--- src/rtl/systick_pkg.sv ---
package systick_pkg;
  localparam int REG_AW = 3;

  typedef enum logic [REG_AW-1:0] {
    SEL_CTRL  = 3'd0,
    SEL_STAT  = 3'd1,
    SEL_COUNT = 3'd2,
    SEL_RATE  = 3'd3,
    SEL_PHASE = 3'd4,
    SEL_ADD   = 3'd5
  } reg_sel_e;

  // control and status bit positions
  localparam int BIT_EN   = 0;
  localparam int BIT_HOLD = 1;
  localparam int BIT_FREQ = 8;
endpackage

--- src/rtl/systick_ctrl.sv ---
module systick_ctrl (
  input  logic clk,
  input  logic rst,
  input  logic ctrl_wr_i,
  input  logic en_val_i,
  input  logic hold_val_i,
  input  logic freq_val_i,
  input  logic dbg_halt_i,
  output logic en_o,
  output logic hold_o,
  output logic freq_req_o,
  output logic run_o,
  output logic halted_o,
  output logic freq_ack_o
);
  logic en_q, hold_q, req_q, halted_q, ack_q;
  logic held;

  assign held  = hold_q & dbg_halt_i;
  assign run_o = en_q & ~held;

  always_ff @(posedge clk) begin
    if (rst) begin
      en_q     <= 1'b0;
      hold_q   <= 1'b0;
      req_q    <= 1'b0;
      halted_q <= 1'b0;
      ack_q    <= 1'b0;
    end else begin
      if (ctrl_wr_i) begin
        en_q   <= en_val_i;
        hold_q <= hold_val_i;
        req_q  <= freq_val_i;
      end
      halted_q <= held;
      ack_q    <= req_q;
    end
  end

  assign en_o       = en_q;
  assign hold_o     = hold_q;
  assign freq_req_o = req_q;
  assign halted_o   = halted_q;
  assign freq_ack_o = ack_q;

  // acknowledge drops once the request has been withdrawn
  p_ack_drop_r6: assert property (@(posedge clk) disable iff (rst)
    !freq_req_o |=> !freq_ack_o);

  // the halted flag only follows a cycle that did not run
  p_halt_flag_r5: assert property (@(posedge clk) disable iff (rst)
    halted_o |-> $past(!run_o));
endmodule

--- src/rtl/systick_phase.sv ---
module systick_phase #(
  parameter int ACC_W = 32,
  parameter logic [ACC_W-1:0] RATE_RST = '0
) (
  input  logic             clk,
  input  logic             rst,
  input  logic             run_i,
  input  logic             rate_ld_i,
  input  logic [ACC_W-1:0] rate_val_i,
  input  logic             phase_ld_i,
  input  logic [ACC_W-1:0] phase_val_i,
  output logic [ACC_W-1:0] rate_o,
  output logic [ACC_W-1:0] phase_o,
  output logic             carry_o
);
  logic [ACC_W-1:0] rate_q, phase_q;
  logic [ACC_W:0]   sum;

  assign sum     = {1'b0, phase_q} + {1'b0, rate_q};
  assign carry_o = run_i & ~phase_ld_i & sum[ACC_W];

  always_ff @(posedge clk) begin
    if (rst) begin
      rate_q  <= RATE_RST;
      phase_q <= '0;
    end else begin
      if (rate_ld_i) rate_q <= rate_val_i;
      if (phase_ld_i)  phase_q <= phase_val_i;
      else if (run_i)  phase_q <= sum[ACC_W-1:0];
    end
  end

  assign rate_o  = rate_q;
  assign phase_o = phase_q;

  // a running cycle moves the phase by exactly the rate
  p_phase_step_r3: assert property (@(posedge clk) disable iff (rst)
    (run_i && !phase_ld_i) |=> (phase_q - $past(phase_q)) == $past(rate_q));

  // no run, no load -> phase holds
  p_phase_hold_r2: assert property (@(posedge clk) disable iff (rst)
    (!run_i && !phase_ld_i) |=> $stable(phase_q));
endmodule

--- src/rtl/systick_count.sv ---
module systick_count #(
  parameter int CNT_W = 64
) (
  input  logic             clk,
  input  logic             rst,
  input  logic             inc_i,
  input  logic             ld_i,
  input  logic [CNT_W-1:0] ld_val_i,
  input  logic             add_i,
  input  logic [CNT_W-1:0] add_val_i,
  output logic [CNT_W-1:0] count_o
);
  logic [CNT_W-1:0] count_q, offset;

  assign offset = add_i ? add_val_i : '0;

  always_ff @(posedge clk) begin
    if (rst)       count_q <= '0;
    else if (ld_i) count_q <= ld_val_i;
    else           count_q <= count_q + offset + CNT_W'(inc_i);
  end

  assign count_o = count_q;

  // an overflow alone advances the count by one
  p_count_step_r3: assert property (@(posedge clk) disable iff (rst)
    (inc_i && !ld_i && !add_i) |=> count_q == $past(count_q) + 1'b1);

  // no overflow, no write -> count holds
  p_count_hold_r2: assert property (@(posedge clk) disable iff (rst)
    (!inc_i && !ld_i && !add_i) |=> $stable(count_q));

  // an add write merges with a same-cycle overflow
  p_add_merge_r7: assert property (@(posedge clk) disable iff (rst)
    (add_i && !ld_i) |=>
      (count_q - $past(count_q)) == ($past(add_val_i) + CNT_W'($past(inc_i))));
endmodule

--- src/rtl/systick_ctr.sv ---
module systick_ctr
  import systick_pkg::*;
#(
  parameter int CNT_W  = 64,
  parameter int ACC_W  = 32,
  parameter int DATA_W = 64,
  parameter logic [ACC_W-1:0] RATE_RST = '0
) (
  input  logic              clk,
  input  logic              rst,
  input  logic              wr_en,
  input  logic [REG_AW-1:0] wr_addr,
  input  logic [DATA_W-1:0] wr_data,
  input  logic [REG_AW-1:0] rd_addr,
  output logic [DATA_W-1:0] rd_data,
  input  logic              dbg_halt_i,
  output logic [CNT_W-1:0]  count_o
);
  localparam int STAT_BITS = BIT_FREQ + 1;

  logic wr_ctrl, wr_count, wr_rate, wr_phase, wr_add;
  logic en, hold, freq_req, run, halted, freq_ack, carry;
  logic [ACC_W-1:0]  rate, phase;
  logic [CNT_W-1:0]  count;
  logic [STAT_BITS-1:0] ctrl_bits, stat_bits;
  logic [DATA_W-1:0] rd_mux, rd_q;

  assign wr_ctrl  = wr_en && (wr_addr == SEL_CTRL);
  assign wr_count = wr_en && (wr_addr == SEL_COUNT);
  assign wr_rate  = wr_en && (wr_addr == SEL_RATE);
  assign wr_phase = wr_en && (wr_addr == SEL_PHASE);
  assign wr_add   = wr_en && (wr_addr == SEL_ADD);

  systick_ctrl u_ctrl (
    .clk        (clk),
    .rst        (rst),
    .ctrl_wr_i  (wr_ctrl),
    .en_val_i   (wr_data[BIT_EN]),
    .hold_val_i (wr_data[BIT_HOLD]),
    .freq_val_i (wr_data[BIT_FREQ]),
    .dbg_halt_i (dbg_halt_i),
    .en_o       (en),
    .hold_o     (hold),
    .freq_req_o (freq_req),
    .run_o      (run),
    .halted_o   (halted),
    .freq_ack_o (freq_ack)
  );

  systick_phase #(.ACC_W(ACC_W), .RATE_RST(RATE_RST)) u_phase (
    .clk         (clk),
    .rst         (rst),
    .run_i       (run),
    .rate_ld_i   (wr_rate),
    .rate_val_i  (wr_data[ACC_W-1:0]),
    .phase_ld_i  (wr_phase),
    .phase_val_i (wr_data[ACC_W-1:0]),
    .rate_o      (rate),
    .phase_o     (phase),
    .carry_o     (carry)
  );

  systick_count #(.CNT_W(CNT_W)) u_count (
    .clk       (clk),
    .rst       (rst),
    .inc_i     (carry),
    .ld_i      (wr_count),
    .ld_val_i  (wr_data[CNT_W-1:0]),
    .add_i     (wr_add),
    .add_val_i (wr_data[CNT_W-1:0]),
    .count_o   (count)
  );

  always_comb begin
    ctrl_bits           = '0;
    ctrl_bits[BIT_EN]   = en;
    ctrl_bits[BIT_HOLD] = hold;
    ctrl_bits[BIT_FREQ] = freq_req;
    stat_bits           = '0;
    stat_bits[BIT_HOLD] = halted;
    stat_bits[BIT_FREQ] = freq_ack;
  end

  always_comb begin
    case (rd_addr)
      SEL_CTRL:  rd_mux = DATA_W'(ctrl_bits);
      SEL_STAT:  rd_mux = DATA_W'(stat_bits);
      SEL_COUNT: rd_mux = DATA_W'(count);
      SEL_RATE:  rd_mux = DATA_W'(rate);
      SEL_PHASE: rd_mux = DATA_W'(phase);
      default:   rd_mux = '0;
    endcase
  end

  always_ff @(posedge clk) begin
    if (rst) rd_q <= '0;
    else     rd_q <= rd_mux;
  end

  assign rd_data = rd_q;
  assign count_o = count;

  // a debug hold while flagged stops the phase
  p_debug_freeze_r4: assert property (@(posedge clk) disable iff (rst)
    (hold && dbg_halt_i && !wr_phase) |=> $stable(phase));

  // status writes never reach the acknowledge
  p_stat_ro_r8: assert property (@(posedge clk) disable iff (rst)
    (wr_en && wr_addr == SEL_STAT && !freq_req) |=> !freq_ack);
endmodule

--- config.mk ---
export PLATFORM = sky130hd
export DESIGN_NAME = systick_ctr
export DESIGN_NICKNAME = d
export VERILOG_FILES = /design/src/rtl/systick_pkg.sv /design/src/rtl/systick_ctrl.sv /design/src/rtl/systick_phase.sv /design/src/rtl/systick_count.sv /design/src/rtl/systick_ctr.sv
export SDC_FILE = /design/constraint.sdc
export NUM_CORES = 1
export LEC_CHECK = 0
export BUFFER_PORTS_ARGS = -buffer_cell sky130_fd_sc_hd__buf_4
export CAP_MARGIN = 30
export CORE_MARGIN = 4
export CORE_UTILIZATION = 44
export DETAILED_ROUTE_END_ITERATION = 12
export PLACE_DENSITY = 0.76
export SLEW_MARGIN = 0
export SYNTH_ARGS = -nofsm -noshare
export SYNTH_HDL_FRONTEND = slang
export SYNTH_SLANG_ARGS = --single-unit
--- constraint.sdc ---
create_clock -name clk -period 5.2 [get_ports clk]
set_clock_uncertainty 0.1 [all_clocks]
set_input_delay 1.3 -clock clk [delete_from_list [all_inputs] [get_ports clk]]
set_output_delay 1.3 -clock clk [all_outputs]
set_load 0.03 [all_outputs]
; Word-level counts from Yosys, hierarchy flattened
; Cells that the tools add are included.
[classes]
addsub = 3
multipliers = 0
n_div = 0
magnitude_cmp = 0
n_eq_ne = 8
shifts = 0
n_mux = 5
bitwise = 6
reduce_logical = 8
[op_table]
columns = cell, n
row1 = $pmux 64 s5, 1
row2 = $mux 64, 2
row3 = $add 64x1->64, 1
row4 = $add 64x64->64, 1
row5 = $mux 32, 2
row6 = $add 32x32->33, 1
row7 = $eq 3x2->1 const B, 4
row8 = $eq 3x3->1 const B, 3
row9 = $logic_not 3->1, 2
row10 = $logic_and 1x1->1, 5
row11 = $and 1x1->1, 4
row12 = $eq 3x1->1 const B, 1
row13 = $not 1->1, 2
row14 = $reduce_bool 2->1, 1
[word_totals]
regBits = 197
latchBits = 0
ram_bits = 0
mem_bits_ro = 0
input_bits = 74
wordCells = 39
mem_count = 0

; Logic depth before layout (Yosys ltp)
; Gate-level depths: netlist (run 1).
[depth]
depth_word = 7
depth_mapped = 24
ltp_nobuf = 24

; By module
; From an unflattened synthesis (run 1), not the netlist that was laid out.
[hier_totals]
hier_cells = 1743
area_unflattened_um2 = 13763.2
[by_module_without_submodules]
columns = module, n_inst, cells_per_inst, area_each_um2, seq_area_each_um2
row1 = systick_count, 1, 913, 6552.5, 1281.2
row2 = systick_phase, 1, 524, 4306.6, 1281.2
row3 = systick_ctr, 1, 291, 2742.6, 1281.2
row4 = systick_ctrl, 1, 15, 161.4, 100.1

; Worst setup path after synthesis (run 1)
; Ideal clock, no wire load.
[synth_path]
path_kind = flip-flop to flip-flop
start = register u_phase.rate_q[0] (netlist: u_phase.rate_o[0])
end = register u_count.count_q[40] (netlist: u_count.count_o[40])
setup_time_ns = 0.122
t_arrival_ns = 4.977
t_required_ns = 4.978
path_slack_ns = 0.002
path_stages_with_launch = 25
synth_period_minus_slack_ns = 5.198
cell_sequence = dfxtp_1 > ha_1 > fa_1 > a21oi_1 > o21bai_2 > a21oi_1 > o31ai_1 > a31oi_1 > o2111ai_1 > a41oi_1 > nor2b_1 > o21a_1 > o21ai_0 > fa_1 > fa_1 > nor2b_1 > o31a_1 > nor3_1 > o21ai_1 > a31o_2 > a211oi_2 > o21ai_1 > a31oi_1 > nor3_1 > a221o_1
[synth_via]
elab_chain_len = 4
[synth_rtl]
columns = element, line_no
row1 = start: declaration, systick_phase.sv:16  ; logic [ACC_W-1:0] rate_q, phase_q;
row2 = start signal: assignment, systick_phase.sv:27  ; if (rate_ld_i) rate_q <= rate_val_i;
row3 = $add 32x32->33, systick_phase.sv:19  ; assign sum = {1'b0, phase_q} + {1'b0, rate_q};
row4 = $and 1x1->1, systick_phase.sv:20  ; assign carry_o = run_i & ~phase_ld_i & sum[ACC_W];
row5 = $add 64x1->64, systick_count.sv:20  ; else count_q <= count_q + offset + CNT_W'(inc_i);
row6 = $mux 64, systick_count.sv:19  ; else if (ld_i) count_q <= ld_val_i;
row7 = end signal: assignment, systick_count.sv:19
row8 = end signal: assignment, systick_count.sv:20
row9 = end: declaration, systick_count.sv:13  ; logic [CNT_W-1:0] count_q, offset;
; No other way between the ends.
; A chain may end at the register's enable or synchronous reset.

; Worst setup path in the final report (run 1)
[layout_path]
start = register u_phase.rate_q[9] (netlist: u_phase.rate_o[9])
end = register u_count.count_q[58] (netlist: u_count.count_o[58])
; Same word-level chain as after synthesis.

==> results by group, run 1 <==
Die
  • Ports: just over 200
  • Die area: 32900 sq um
  • Die height: roughly 180 um
  • Initial core utilization: 0.446
  • Die Wd: 181 um
  • Placeable Area: about 30000 sq um
  • Rows: 63

Placement
  • # port buffers: around 200
  • DP HPWL: 33.9 mm
  • Setup Slack @ Placement: -0.530 ns
  • Routability cong.: roughly 0.95
  • Post-DP Area: 16100 sq um

STA
  • Fin Setup TNS: 0 ns
  • Final worst setup slack: 0.125 ns
  • Max Freq: 197 MHz
  • Tcrit/Tclk final: 0.976
  • RSZ-0062 raised after global routing: true
  • Final hold vios: 0
  • # setup viols final: 0
  • Slew Limit Fails: 0
  • Final min period: between 5 and 6 ns
  • Worst relative slew slack: 0.294
  • Actual slew at the worst max-slew pin: 1.06 ns

CTS
  • Clk slew on worst S/H paths: approximately 0.090 ns
  • Cts hold-fix bufs: 0
  • H-tree lvl count: 4
  • Root Driver: clkbuf_16
  • Clk Latency, worst-skew pair: between 0.4 and 0.5 ns
  • CTS tree: yes
  • Clk buf depth: 2
  • CTS Sinks: 197
  • Total CTS buffers: 17

Route
  • DR DRC count: 0
  • Initial DRC Count: between 1000 and 1500
  • DRT Wirelength: roughly 45 mm
  • Total iterations of the first detailed-routing run: 5
  • Routed wire per std cell: 18.6 um
  • Via count: between 10000 and 15000
  • Via density: 5.77
  • Post-route ant nets: 0

Synthesis
  • EDFF count, synth: 0
  • Ranking of synthesized cells by area: dfxtp_1 (30%), ha_1 (8.9%), a21oi_1 (8.1%)
  • Async set-reset flop share out of synthesis: 0
  • Synth cell types: 80
  • Syn_area_per_cell: between 7 and 8 sq um
  • Yosys warnings: 0
  • Yosys reg bits: ~200
  • Syn_nets: roughly 1900
  • Cell accounting for the most synthesized area: dfxtp_1
  • Top cell type's share of synthesized area: 0.298
  • Seq/Total Area, Yosys: 0.298
  • Post-Synthesis Cells: ~1700
  • Synth Cell Area: about 13000 sq um
  • Top_reg_cell synth: dfxtp_1

Critical path
  • CP Launch Type: flip-flop
  • Reg-to-reg critical path endpoint: u_count.count_o[58]$_SDFF_PP0_
  • Critical Path Max Stage Delay: between 0.3 and 0.4 ns
  • CP max FO: 5
  • Worst path arrival time: between 5 and 6 ns
  • Delay-heaviest family, CP: compound AO/OA/AOI/OAI gates
  • Slowest CP cell: ha_1
  • FF-to-FF Start: u_phase.rate_o[9]$_SDFFE_PP0P_
  • Most common cell type on the critical path: o21ai_2
  • R2r worst-path depth: 25
  • Worst path required time: about 5.5 ns
  • Crit. End Element: flip-flop
  • Number of buffers and inverters on the critical path: 2
  • Crit Path Category: reg2reg
  • FF-to-FF setup slack: ~0.12 ns

Min path
  • Worst Hold Path EP: u_phase.rate_o[22]$_SDFFE_PP0P_
  • HP Start: u_phase.rate_o[22]$_SDFFE_PP0P_
  • Min-Delay Path Class: reg2reg
  • Worst hold path depth: 2

Finish
  • Antenna Cells: 0
  • Post-layout util: 0.571
  • Most frequent cells in the layout: buf_4 (378), nand2_1 (248), a21oi_1 (210)
  • Post-route cell area: roughly 17000 sq um
  • Commonest non-fill, non-tap cell in the layout: buf_4
  • Nets: around 2200
  • Share of layout cells above drive strength 1: 0.235
  • Area Growth Syn to Fin: 28.1%

Power
  • Total power: roughly 3.6 mW
  • Static leakage: 7.61 nW
  • Max IR drop VDD: around 0.19 mV
  • PD cells: about 210 nW/um^2

Job
  • Max-Cap Viols: 0

Global route
  • Vias in the first global route: between 10000 and 15000
  • First-pass GRT wire length: 71.1 mm
  • Initial antenna violation count: 0
  • GRT overflow: 0
  • GRT Util Overall: 0.263
  • Largest net degree at the start of global routing: 53

Run status
  • Status: finished clean
registers in the layout, summed over array words and instances (netlist names):
signal	cells
u_phase.phase_o	32
u_ctrl.freq_req_o	1
u_phase.rate_o	32
u_ctrl.freq_ack_o	1
u_ctrl.en_o	1
u_ctrl.hold_o	1
u_ctrl.halted_o	1
rd_data	64
u_count.count_o	64
where the power goes:
| part | total [mW] | internal (mW) | switching [mW] |
|---|---|---|---|
| Clock | 1.40 | 0.657 | 0.741 |
| Combinational | 0.601 | 0.241 | 0.360 |
| Sequential | 1.61 | 1.56 | 0.0510 |
logic make-up after synthesis:
kind of cell,Yosys count,share of synthesized area
DFF,197,0.298
xor gates and xnor gates,69,0.0457
buffers and inverters,141,0.0425
and+or+nand+nor,677,0.240
adders and majority gates,97,0.0935
AOI/OAI and AO/OA,521,0.251
muxes,38,0.0291
stage by stage:
stage / hold WS, ns / cells
2_1_floorplan: 0.350 / 1740
3_3_place_gp: 0.362 / 2391
3_5_place_dp: 0.370 / 2391
4_1_cts: 0.383 / 2423
5_1_grt: 0.402 / 2428
6_report: 0.382 / 2428
how the worst max path moves through the flow:
stage,from,endpoint,cells past startpoint
2_1_floorplan,u_phase.rate_o[0]$_SDFFE_PP0P_,u_count.count_o[40]$_SDFF_PP0_,24
3_3_place_gp,u_phase.rate_o[0]$_SDFFE_PP0P_,u_count.count_o[58]$_SDFF_PP0_,26
3_5_place_dp,u_phase.rate_o[0]$_SDFFE_PP0P_,u_count.count_o[58]$_SDFF_PP0_,26
4_1_cts,u_phase.rate_o[0]$_SDFFE_PP0P_,u_count.count_o[58]$_SDFF_PP0_,26
5_1_grt,u_phase.rate_o[9]$_SDFFE_PP0P_,u_count.count_o[58]$_SDFF_PP0_,25
6_report,u_phase.rate_o[9]$_SDFFE_PP0P_,u_count.count_o[58]$_SDFF_PP0_,25
cell type report:
type / count / area (sq um)
timing repair buffer: 380 / 2880
clock buffer: 17 / 425
tap: 390 / 488
clock inverter: 15 / 186
fill: 2703 / 12700
sequential: 197 / 3950
multi-input combinational: 1402 / 8910
inverter: 27 / 101
cells in the mapped netlist, types with 27 or more instances:
library cell,number
nor2_1,164
a21o_1,57
and2_1,101
mux2i_1,35
ha_1,94
clkbuf_1,98
dfxtp_1,197
o21ai_0,68
xor2_1,28
nand4_1,36
a21oi_1,213
inv_1,27
xnor2_1,41
nand2_1,248
routing by layer:
layer  global-route usage  wire length, um
met1                0.343            19300
met4               0.0802             1000
met3               0.0538             3730
met2                0.439            21200
met5                    0                0
timing repair:
action | in CTS | in global routing
pin swaps | 3 | 19
resized for setup | 13 | 27
cloned | 0 | 0
setup endpoints to repair | 45 | 33
setup buffers | 0 | 5
worst register-to-register path, delay by kind of cell (launching register included):
kind,cells,cell delay [ns]
compound gates,15,3.01
buf+inv,2,0.28
fa+ha+maj,3,0.86
simple gates,5,0.42
flops,1,0.32
No activity file was read; power rests on OpenSTA's default activity.
==> run 2: changes to the inputs <==
Settings changed: CORE_ASPECT_RATIO from default to 1.2, CORE_MARGIN 4 to 5.
==> results by group, run 2 (same netlist as run 1, synthesis figures left out) <==
Critical path
  • Slowest CP cell: a211oi_4
  • Crit Path Category: reg2reg
  • Crit. End Element: flip-flop
  • Number of buffers and inverters on the critical path: 1 (-1)
  • Most common cell type on the critical path: fa_2
  • CP Launch Type: flip-flop
  • Delay-heaviest family, CP: compound AO/OA/AOI/OAI gates
  • CP max FO: 4 (-1)
  • Worst path arrival time: 5.47 ns (+0.13 ns)
  • Critical Path Max Stage Delay: 0.40 ns (+0.04 ns)
  • Worst path required time: 5.45 ns (about the same)

STA
  • Worst relative slew slack: 0.311 (+0.0171)
  • # setup viols final: 2 (+2)
  • Tcrit/Tclk final: 1.01 (+0.0292)
  • RSZ-0062 raised after global routing: true
  • Slew Limit Fails: 0 (unchanged)
  • Actual slew at the worst max-slew pin: 1.03 ns (-0.0257 ns)
  • Worst hold slack: 0.380 ns (-0.00145 ns)
  • Final hold vios: 0 (unchanged)
  • Final worst setup slack: -0.0269 ns (-0.152 ns)
  • Max Freq: 191 MHz (-2.9%)
  • Final min period: 5.23 ns (+0.152 ns)

Finish
  • Register Area: 3950 sq um (unchanged)
  • Area Growth Syn to Fin: 27.7%
  • Commonest non-fill, non-tap cell in the layout: buf_4
  • Antenna Cells: 0 (unchanged)
  • Filler Cell Count: 2706 (+0.11%)
  • Nets: 2170 (-1.2%)
  • Most frequent cells in the layout: buf_4 (350), nand2_1 (248), a21oi_1 (208)
  • Share of layout cells above drive strength 1: 0.232 (-0.00293)
  • Area of the multi-input gates: 9070 sq um (+1.8%)
  • Post-route cell area: 16900 sq um (-0.32%)

Power
  • Total power: 3.55 mW (-1.6%)
  • Max IR drop VDD: 0.200 mV (+6.9%)
  • Clk pwr share: 0.381 (-0.007)
  • Cell-internal power: 2.43 mW (-0.83%)
  • Static leakage: 7.52 nW (-1.1%)
  • NetSw: 1.12 mW (-3.1%)
  • PD cells: 210 nW/um^2 (-1.2%)
  • Switching Share: 0.315 (-0.00513)
  • Sequential Power Share: 0.452 (+0.006)
  • Combinational group share of total power: 0.167 (about the same)

Route
  • DRT Wirelength: 45.5 mm (+0.71%)
  • Routed wire per std cell: 19.0 um (+1.8%)
  • DR DRC count: 0 (unchanged)
  • Via density: 5.84 (+1.2%)
  • Via count: 14000 (+0.16%)
  • Post-route ant nets: 0 (unchanged)
  • Total iterations of the first detailed-routing run: 8 (+3)
  • Initial DRC Count: 1261 (+2.4%)

CTS
  • Clk Latency, worst-skew pair: 0.46 ns (about the same)
  • CTS tree: yes
  • Clk slew on worst S/H paths: 0.08 ns (about the same)
  • Root Driver: clkbuf_16
  • Clk buf depth: 2 (unchanged)
  • Total CTS buffers: 17 (unchanged)
  • CTS Sinks: 197 (unchanged)
  • H-tree lvl count: 4 (unchanged)
  • Cts hold-fix bufs: 0 (unchanged)

Global route
  • Initial antenna violation count: 0 (unchanged)
  • First-pass GRT wire length: 70.6 mm (-0.81%)
  • Largest net degree at the start of global routing: 53 (unchanged)
  • GRT Util Overall: 0.258 (-0.00487)
  • Vias in the first global route: 13400 (-1.6%)
  • GRT overflow: 0 (unchanged)

Placement
  • DP HPWL: 34.0 mm (+0.24%)
  • Post-DP Area: 15900 sq um (-1.4%)
  • Routability cong.: 0.964 (+1.8%)
  • # port buffers: 201 (unchanged)

Die
  • Initial core utilization: 0.447 (about the same)
  • Ports: 202 (unchanged)
  • Die area: 33600 sq um (+2.3%)
  • Rows: 69 (+9.5%)
  • Die Wd: 168 um (-7.2%)
  • Die height: 200 um (+10%)
  • Placeable Area: 29600 sq um (about the same)

Min path
  • Min-Delay Path Class: reg2reg

Run status
  • Failing checks: setup timing
  • Status: finished, violations left

Job
  • Max-Cap Viols: 0 (unchanged)
## run 2: worst min-delay path, delay by kind of cell, from the launching register on
family,cells,cell delay [ns]
simple gates,1,0.06
compound gates,1,0.05
flops,1,0.33
## run 2: final cells by class
class | instances | area share
clock inverter | 15 | 0.00949
multi-input combinational | 1402 | 0.537
timing repair buffer | 354 | 0.159
tap | 390 | 0.0289
sequential | 197 | 0.234
inverter | 27 | 0.00600
clock buffer | 17 | 0.0252
## run 2: power by group through the flow
| stage | clock, mW | combinational [mW] | sequential (mW) |
|---|---|---|---|
| global placement | 0 | 0.565 | 1.64 |
| finish | 1.35 | 0.593 | 1.61 |
| detailed placement | 0 | 0.574 | 1.64 |
| CTS | 1.37 | 0.579 | 1.60 |
| global route | 1.43 | 0.635 | 1.61 |
| floorplan | 0 | 0.277 | 1.68 |
## run 2: path summary, 6_finish.rpt
kind | slack, ns | from | depth (start not counted) | end
worst min-delay path | 0.38 | u_phase.rate_o[31]$_SDFFE_PP0P_ | 2 | u_phase.rate_o[31]$_SDFFE_PP0P_
worst max register to register | -0.03 | u_phase.phase_o[0]$_SDFFE_PP0P_ | 25 | u_count.count_o[40]$_SDFF_PP0_
worst min register to register | 0.38 | u_phase.rate_o[31]$_SDFFE_PP0P_ | 2 | u_phase.rate_o[31]$_SDFFE_PP0P_
worst max-delay path | -0.03 | u_phase.phase_o[0]$_SDFFE_PP0P_ | 25 | u_count.count_o[40]$_SDFF_PP0_
## run 2: layer usage
| layer | up-vias | share of wire | track usage |
|---|---|---|---|
| met4 | 0 | 0.031 | 0.0953 |
| met1 | 6609 | 0.40 | 0.313 |
| met5 | - | 0 | 0 |
| li1 | 6678 | - | - |
| met2 | 636 | 0.48 | 0.450 |
| met3 | 102 | 0.086 | 0.0579 |
## run 2: repair_timing
item | in CTS | in global routing
pin swaps | 7 | 35
resized for setup | 21 | 47
cloned | 0 | 0
endpoints found under the setup margin | 42 | 37
setup buffers | 1 | 10
## run 2: metrics by stage
stage                     std cells  TNS [ns]   util  worst slack, ns
final                          2402   -0.0384  0.570          -0.0269
after global routing           2402     -1.30  0.570           -0.225
after CTS                      2394         0  0.560          0.00314
after detailed placement       2361     -9.85  0.537           -0.637
after global placement         2361     -5.55  0.537           -0.511
after floorplan                1740         0      -          0.00157
